**src/rtl/dtia_pkg.sv**
```systemverilog
// Package: shared register-select type and grouping constants for the
// DMA task interrupt aggregator.
package dtia_pkg;
    // Which register a bus access targets
    typedef enum logic [1:0] {
        SEL_NONE = 2'd0,
        SEL_PEND = 2'd1,
        SEL_MASK = 2'd2
    } reg_sel_e;

    // Group code placed above the task field of the identifier
    localparam int unsigned GROUP_CODE_DEF  = 3;
    // Bit position of the group code within the identifier
    localparam int unsigned GROUP_SHIFT_DEF = 6;
endpackage

```
**src/rtl/dtia_addr_decode.sv**
```systemverilog
// Decodes a bus word address into a register select.
// Assumes the two register addresses differ; every other address maps to none.
module dtia_addr_decode
    import dtia_pkg::*;
#(
    parameter int unsigned ADDR_W    = 4,
    parameter int unsigned PEND_ADDR = 0,
    parameter int unsigned MASK_ADDR = 1
) (
    input  logic [ADDR_W-1:0] addr,
    output reg_sel_e          sel
);
    // Map the address onto one of the registers
    always_comb begin
        if (addr == ADDR_W'(PEND_ADDR))      sel = SEL_PEND;
        else if (addr == ADDR_W'(MASK_ADDR)) sel = SEL_MASK;
        else                                 sel = SEL_NONE;
    end
endmodule

```
**src/rtl/dtia_pend_bank.sv**
```systemverilog
// Pending bits: each bit is set by its task event and cleared by a write of 1.
// Assumes clr_vec is already qualified by a write to the pending address.
// If a set and a clear hit the same bit in one cycle, the set wins.
module dtia_pend_bank #(
    parameter int unsigned N = 16
) (
    input  logic         clk,
    input  logic         rst_n,
    input  logic [N-1:0] evt,
    input  logic [N-1:0] clr_vec,
    output logic [N-1:0] pend_q
);
    genvar gi;
    generate
        for (gi = 0; gi < N; gi++) begin : g_bit
            // Per-bit update with the set taking priority over the clear
            always_ff @(posedge clk) begin
                if (!rst_n)          pend_q[gi] <= 1'b0;
                else if (evt[gi])    pend_q[gi] <= 1'b1;
                else if (clr_vec[gi]) pend_q[gi] <= 1'b0;
            end
        end
    endgenerate

    AST_EVENT_LATCHES: assert property (@(posedge clk) disable iff (!rst_n)
        (|evt) |=> ((pend_q & $past(evt)) == $past(evt)));
    AST_SET_BEATS_CLEAR: assert property (@(posedge clk) disable iff (!rst_n)
        (|(evt & clr_vec)) |=> ((pend_q & $past(evt & clr_vec)) == $past(evt & clr_vec)));
    AST_CLEAR_TAKES: assert property (@(posedge clk) disable iff (!rst_n)
        (evt == '0) |=> ((pend_q & $past(clr_vec)) == '0));
    AST_ZERO_KEEPS: assert property (@(posedge clk) disable iff (!rst_n)
        (clr_vec == '0) |=> ((pend_q & $past(pend_q)) == $past(pend_q)));
endmodule

```
**src/rtl/dtia_mask_bank.sv**
```systemverilog
// Mask register: 1 disables a task. It comes out of reset with all ones and
// is loaded whole by a write to its address.
module dtia_mask_bank #(
    parameter int unsigned N = 16
) (
    input  logic         clk,
    input  logic         rst_n,
    input  logic         load,
    input  logic [N-1:0] load_val,
    output logic [N-1:0] mask_q
);
    // Hold the mask; reset to all tasks disabled
    always_ff @(posedge clk) begin
        if (!rst_n)    mask_q <= '1;
        else if (load) mask_q <= load_val;
    end

    AST_MASK_LOADS: assert property (@(posedge clk) disable iff (!rst_n)
        load |=> (mask_q == $past(load_val)));
    AST_MASK_HOLDS: assert property (@(posedge clk) disable iff (!rst_n)
        !load |=> $stable(mask_q));
endmodule

```
**src/rtl/dtia_lowest_sel.sv**
```systemverilog
// Find-first-set: returns the index of the lowest set bit and a valid flag.
// Assumes IDX_W is wide enough to hold N-1.
module dtia_lowest_sel #(
    parameter int unsigned N     = 16,
    parameter int unsigned IDX_W = 4
) (
    input  logic [N-1:0]     vec,
    output logic [IDX_W-1:0] idx,
    output logic             found
);
    // Scan from the top down so that the lowest set bit is written last
    always_comb begin
        idx   = '0;
        found = 1'b0;
        for (int i = N - 1; i >= 0; i--) begin
            if (vec[i]) begin
                idx   = IDX_W'(i);
                found = 1'b1;
            end
        end
    end
endmodule

```
**src/rtl/dma_task_irq_agg.sv**
```systemverilog
// Top of the DMA task interrupt aggregator. It latches task completion
// events, gates them with a mask into one request, names the lowest pending
// task, and exposes both registers on a word-addressed port whose read data
// is registered. Assumes DATA_W > NUM_TASKS and GROUP_SHIFT >= log2(NUM_TASKS).
module dma_task_irq_agg
    import dtia_pkg::*;
#(
    parameter int unsigned NUM_TASKS   = 16,
    parameter int unsigned DATA_W      = 32,
    parameter int unsigned ADDR_W      = 4,
    parameter int unsigned PEND_ADDR   = 0,
    parameter int unsigned MASK_ADDR   = 1,
    parameter int unsigned GROUP_CODE  = GROUP_CODE_DEF,
    parameter int unsigned GROUP_SHIFT = GROUP_SHIFT_DEF,
    localparam int unsigned IDX_W      = $clog2(NUM_TASKS),
    localparam int unsigned ID_W       = GROUP_SHIFT + 2
) (
    input  logic                 clk,
    input  logic                 rst_n,
    input  logic [NUM_TASKS-1:0] task_evt,
    input  logic                 bus_wr_en,
    input  logic                 bus_rd_en,
    input  logic [ADDR_W-1:0]    bus_addr,
    input  logic [DATA_W-1:0]    bus_wdata,
    output logic [DATA_W-1:0]    bus_rdata,
    output logic                 irq_req,
    output logic                 sel_valid,
    output logic [ID_W-1:0]      sel_id
);
    reg_sel_e             sel;
    logic [NUM_TASKS-1:0] pend_q;
    logic [NUM_TASKS-1:0] mask_q;
    logic [NUM_TASKS-1:0] clr_vec;
    logic [IDX_W-1:0]     sel_idx;
    logic                 mask_load;
    logic [DATA_W-1:0]    rdata_q;

    generate
        if (DATA_W > NUM_TASKS) begin : g_hi
            logic wdata_hi_unused;
            // Upper write-data bits have no storage
            assign wdata_hi_unused = ^bus_wdata[DATA_W-1:NUM_TASKS];
        end
    endgenerate

    dtia_addr_decode #(
        .ADDR_W(ADDR_W), .PEND_ADDR(PEND_ADDR), .MASK_ADDR(MASK_ADDR)
    ) u_dec (
        .addr(bus_addr), .sel(sel)
    );

    // Qualify write strobes per register
    always_comb begin
        clr_vec   = (bus_wr_en && sel == SEL_PEND) ? bus_wdata[NUM_TASKS-1:0] : '0;
        mask_load = bus_wr_en && (sel == SEL_MASK);
    end

    dtia_pend_bank #(.N(NUM_TASKS)) u_pend (
        .clk(clk), .rst_n(rst_n), .evt(task_evt), .clr_vec(clr_vec), .pend_q(pend_q)
    );

    dtia_mask_bank #(.N(NUM_TASKS)) u_mask (
        .clk(clk), .rst_n(rst_n), .load(mask_load),
        .load_val(bus_wdata[NUM_TASKS-1:0]), .mask_q(mask_q)
    );

    dtia_lowest_sel #(.N(NUM_TASKS), .IDX_W(IDX_W)) u_sel (
        .vec(pend_q), .idx(sel_idx), .found(sel_valid)
    );

    // Aggregated request and group-tagged identifier
    always_comb begin
        irq_req = |(pend_q & ~mask_q);
        sel_id  = ID_W'(GROUP_CODE << GROUP_SHIFT) | ID_W'(sel_idx);
    end

    // Registered read mux; unmapped addresses return zero
    always_ff @(posedge clk) begin
        if (!rst_n) rdata_q <= '0;
        else if (bus_rd_en) begin
            case (sel)
                SEL_PEND: rdata_q <= DATA_W'(pend_q);
                SEL_MASK: rdata_q <= DATA_W'(mask_q);
                default:  rdata_q <= '0;
            endcase
        end
    end
    assign bus_rdata = rdata_q;

    AST_REQ_NEEDS_ENABLED: assert property (@(posedge clk) disable iff (!rst_n)
        irq_req |-> ((pend_q & ~mask_q) != '0));
    AST_SEL_IS_SET: assert property (@(posedge clk) disable iff (!rst_n)
        sel_valid |-> pend_q[sel_idx]);
    AST_SEL_IS_LOWEST: assert property (@(posedge clk) disable iff (!rst_n)
        sel_valid |-> ((pend_q & ~({NUM_TASKS{1'b1}} << sel_idx)) == '0));
    AST_READ_HI_ZERO: assert property (@(posedge clk) disable iff (!rst_n)
        bus_rdata[DATA_W-1:NUM_TASKS] == '0);
endmodule

```
**config.mk**
```make
export PLATFORM = sky130hd
export DESIGN_NAME = dma_task_irq_agg
export DESIGN_NICKNAME = d
export VERILOG_FILES = /design/src/rtl/dtia_pkg.sv /design/src/rtl/dtia_addr_decode.sv /design/src/rtl/dtia_pend_bank.sv /design/src/rtl/dtia_mask_bank.sv /design/src/rtl/dtia_lowest_sel.sv /design/src/rtl/dma_task_irq_agg.sv
export SDC_FILE = /design/constraint.sdc
export NUM_CORES = 1
export LEC_CHECK = 0
export ABC_AREA = 0
export CAP_MARGIN = 40
export CORE_MARGIN = 2
export CORE_UTILIZATION = 38
export CTS_CLUSTER_SIZE = 30
export DETAILED_ROUTE_END_ITERATION = 16
export MAX_ROUTING_LAYER = met4
export PLACE_DENSITY = 0.76
export SETUP_SLACK_MARGIN = 0.2
export SYNTH_ARGS = -nofsm -noshare
export SYNTH_HDL_FRONTEND = slang
export SYNTH_SLANG_ARGS = --single-unit
```
**constraint.sdc**
```tcl
create_clock -name clk -period 1.1 [get_ports clk]
set_input_delay 0.22 -clock clk [delete_from_list [all_inputs] [get_ports clk]]
set_output_delay 0.22 -clock clk [all_outputs]
set_load 0.02 [all_outputs]
```
==> run summary <==
Synth Register Bits = 48
CP Capture Type = output pin
Finish-stage setup viols = 38
total iterations of the first detailed-routing run = 4
most common cell after layout, fill and taps aside = buf_4
nets = 435
Die Y = 80.9 um
# H-tree levels = 2
largest net degree at the start of global routing = 18
cts hold-fix bufs = 0
crit path launch type = flip-flop
final core occ = 68.6%
mapped cell area = 2250 um2
initial core utilization = 38.7%
VDD IR max = 0.000661 V
core area = 5820 um2
CTS tree = built
Clk pwr share = 30.3%
post-synthesis cell count = 264
pwr dens = 1040 nW/um2
worst path buffer plus inverter count = 1
GR Overflow Total = 0
ANT nets after route = 0
arrival time at the worst endpoint = 1510 ps
I/O pins = 98
Clock Skew = 5.24 ps
Std-Cell Rows = 28
RSZ-0062 raised after global routing = true
Crit Path Max Fanout = 4
Final Hold Vio Count = 0
clk sinks = 48
fin area = 3990 um2
metal1 wirelength = 2.98 mm
Synth cell types = 33
max incr delay on CP = 380 ps
clk slew on worst S/H paths = 90 ps
worst hold slack = 383 ps
first-pass GRT wire length = 11.8 mm
Final Cycle Share = 158%
failing checks = setup timing
DR WL met2 = 3.89 mm
layout cells sized above 1 = 49.3%
total track usage = 25.2%
internal power = 2.99 mW
Worst Path Class, Setup = reg2out
n_diodes = 0
Max clock buf depth = 2
HP Class = in2reg
die width = 80.9 um
total chip power = 4.15 mW
P_sw = 1.16 mW
fmax = 577 MHz
CTS Buf Count = 5
Remaining DRCs = 0
Avg Vias per Cell = 5.13
switch share = 27.9%
Synth top area share = 42.7%
wire length on met3 = 566 um
multi-input logic area = 1430 um2
Critical-path top delay cell = dfxtp_4
Placer Congestion = 0.933
Yosys warning count = 0
Post-DP Area = 3340 um2
fill cell count = 416
Reg power frac = 45.8%
cell family with most CP delay = simple AND/OR/NAND/NOR gates
sequential standard cell area = 1010 um2
initial antenna violation count = 0
highest-count cells in the layout ignoring fill and taps = buf_4, nand2_1, clkdlybuf4s50_1
vias in the first global route = 2369
Mapped Avg Cell Area = 8.52 um2
Routed WL = 7.77 mm
area growth from synthesis to layout = 77.5%
post-layout min period = 1730 ps
HPWL after DPL = 4.79 mm
via count = 2330
main area contributors after synthesis = dfxtp_1, buf_4, nand2_1, mux2i_1, o21a_1
Skew-Pair Late Insertion Delay = 310 ps
Critical Path RT = 880 ps
max-slew violation count = 0
Setup WS post-layout = -633 ps
Die ar. = 6550 um2
DR iter-0 viols = 105
part of the power in combinational logic = 23.9%
# port buffers = 61
Seq/Total Area, Yosys = 42.7%
wire per inst = 17.1 um
leakage = 1.77 nW
max layer used = met4
status = complete, but fails checks
clk root buf = clkbuf_8
Max Cap Viol = 0
cell taking the most area after synthesis = dfxtp_1
Place WS = -748 ps
worst path cell trace = nor4_4 > and3_4 > nand4_1 > buf_4
[worst paths after layout]
| check | end | start | cells after the start | slack [ps] |
|---|---|---|---|---|
| worst max-delay path | sel_valid | u_pend.pend_q[11] | 4 | -630 |
| worst min-delay path | bus_rdata[2] | bus_addr[3] | 5 | 380 |
| worst max register to register | u_pend.pend_q[9] | u_pend.pend_q[9] | 3 | 140 |
| worst min register to register | bus_rdata[6] | bus_rdata[6] | 2 | 460 |
[tightest hold or removal path, cell delays in order]
cell	delay (ps)
buf_8	80
nor3_1	50
nand3_1	90
buf_4	140
o21ai_0	80
[state kept, by name, summed over array words and instances, names as in the netlist]
signal and flops:
bus_rdata 16, u_mask.mask_q 16, u_pend.pend_q 16
[kinds of logic (layout without fill, tap and decap cells)]
family	after synthesis	in the layout	synth area share, %
AO/OA/AOI/OAI	75	75	22.0
other	2	20	0.334
buffers and inverters	50	147	12.7
multiplexers	16	16	7.12
flip-flops	48	48	42.7
AND/OR/NAND/NOR	73	73	15.1
[final cells by class]
| type | instances | share of cell area (%) |
|---|---|---|
| tap | 75 | 2.35 |
| multi-input combinational | 184 | 35.9 |
| clock inverter | 1 | 0.752 |
| sequential | 48 | 25.4 |
| clock buffer | 6 | 1.82 |
| inverter | 17 | 1.79 |
| timing repair buffer | 123 | 32.0 |
[synth_stat cells (all sizes together)]
| library cell | number |
|---|---|
| a2bb2oi | 1 |
| nor3 | 2 |
| and3 | 1 |
| nor4b | 1 |
| o31ai | 2 |
| nor2b | 2 |
| o211ai | 8 |
| nand2 | 45 |
| mux2i | 16 |
| clkbuf | 5 |
| a31oi | 1 |
| o31a | 1 |
| inv | 17 |
| a21oi | 12 |
| a221oi | 4 |
| buf | 28 |
| and2 | 1 |
| a21boi | 7 |
| dfxtp | 48 |
| nor3b | 1 |
| nand4 | 2 |
| nor2 | 7 |
| nand3 | 9 |
| conb | 2 |
| nor4 | 2 |
| o22ai | 4 |
| o2111ai | 1 |
| o21ai | 18 |
| o21a | 16 |
[power by group through the flow]
stage	registers [mW]	clock network, mW	logic [mW]
3_5_place_dp	1.92	0	0.840
6_report	1.90	1.26	0.993
2_1_floorplan	1.92	0	0.457
5_1_grt	1.91	1.34	1.05
3_3_place_gp	1.91	0	0.829
4_1_cts	1.89	1.26	0.929
[per-stage QoR]
step	std cells	TNS (ps)
floorplan	282	-1900
global route	454	-7780
detailed placement	432	-31730
CTS	451	-4470
global placement	432	-29850
finish	454	-6110
[what timing repair did]
action,CTS,global route
pin swaps,16,13
resized for setup,226,28
endpoints found under the setup margin,70,54
buffers inserted,7,3
cloned,5,0
[per-layer routing]
layer | vias up | track usage, %
li1 | 1099 | -
met1 | 1089 | 27.6
met2 | 113 | 42.6
met3 | 29 | 5.22
met4 | 0 | 13.7
met5 | - | -
No activity file was read; power rests on OpenSTA's default activity.
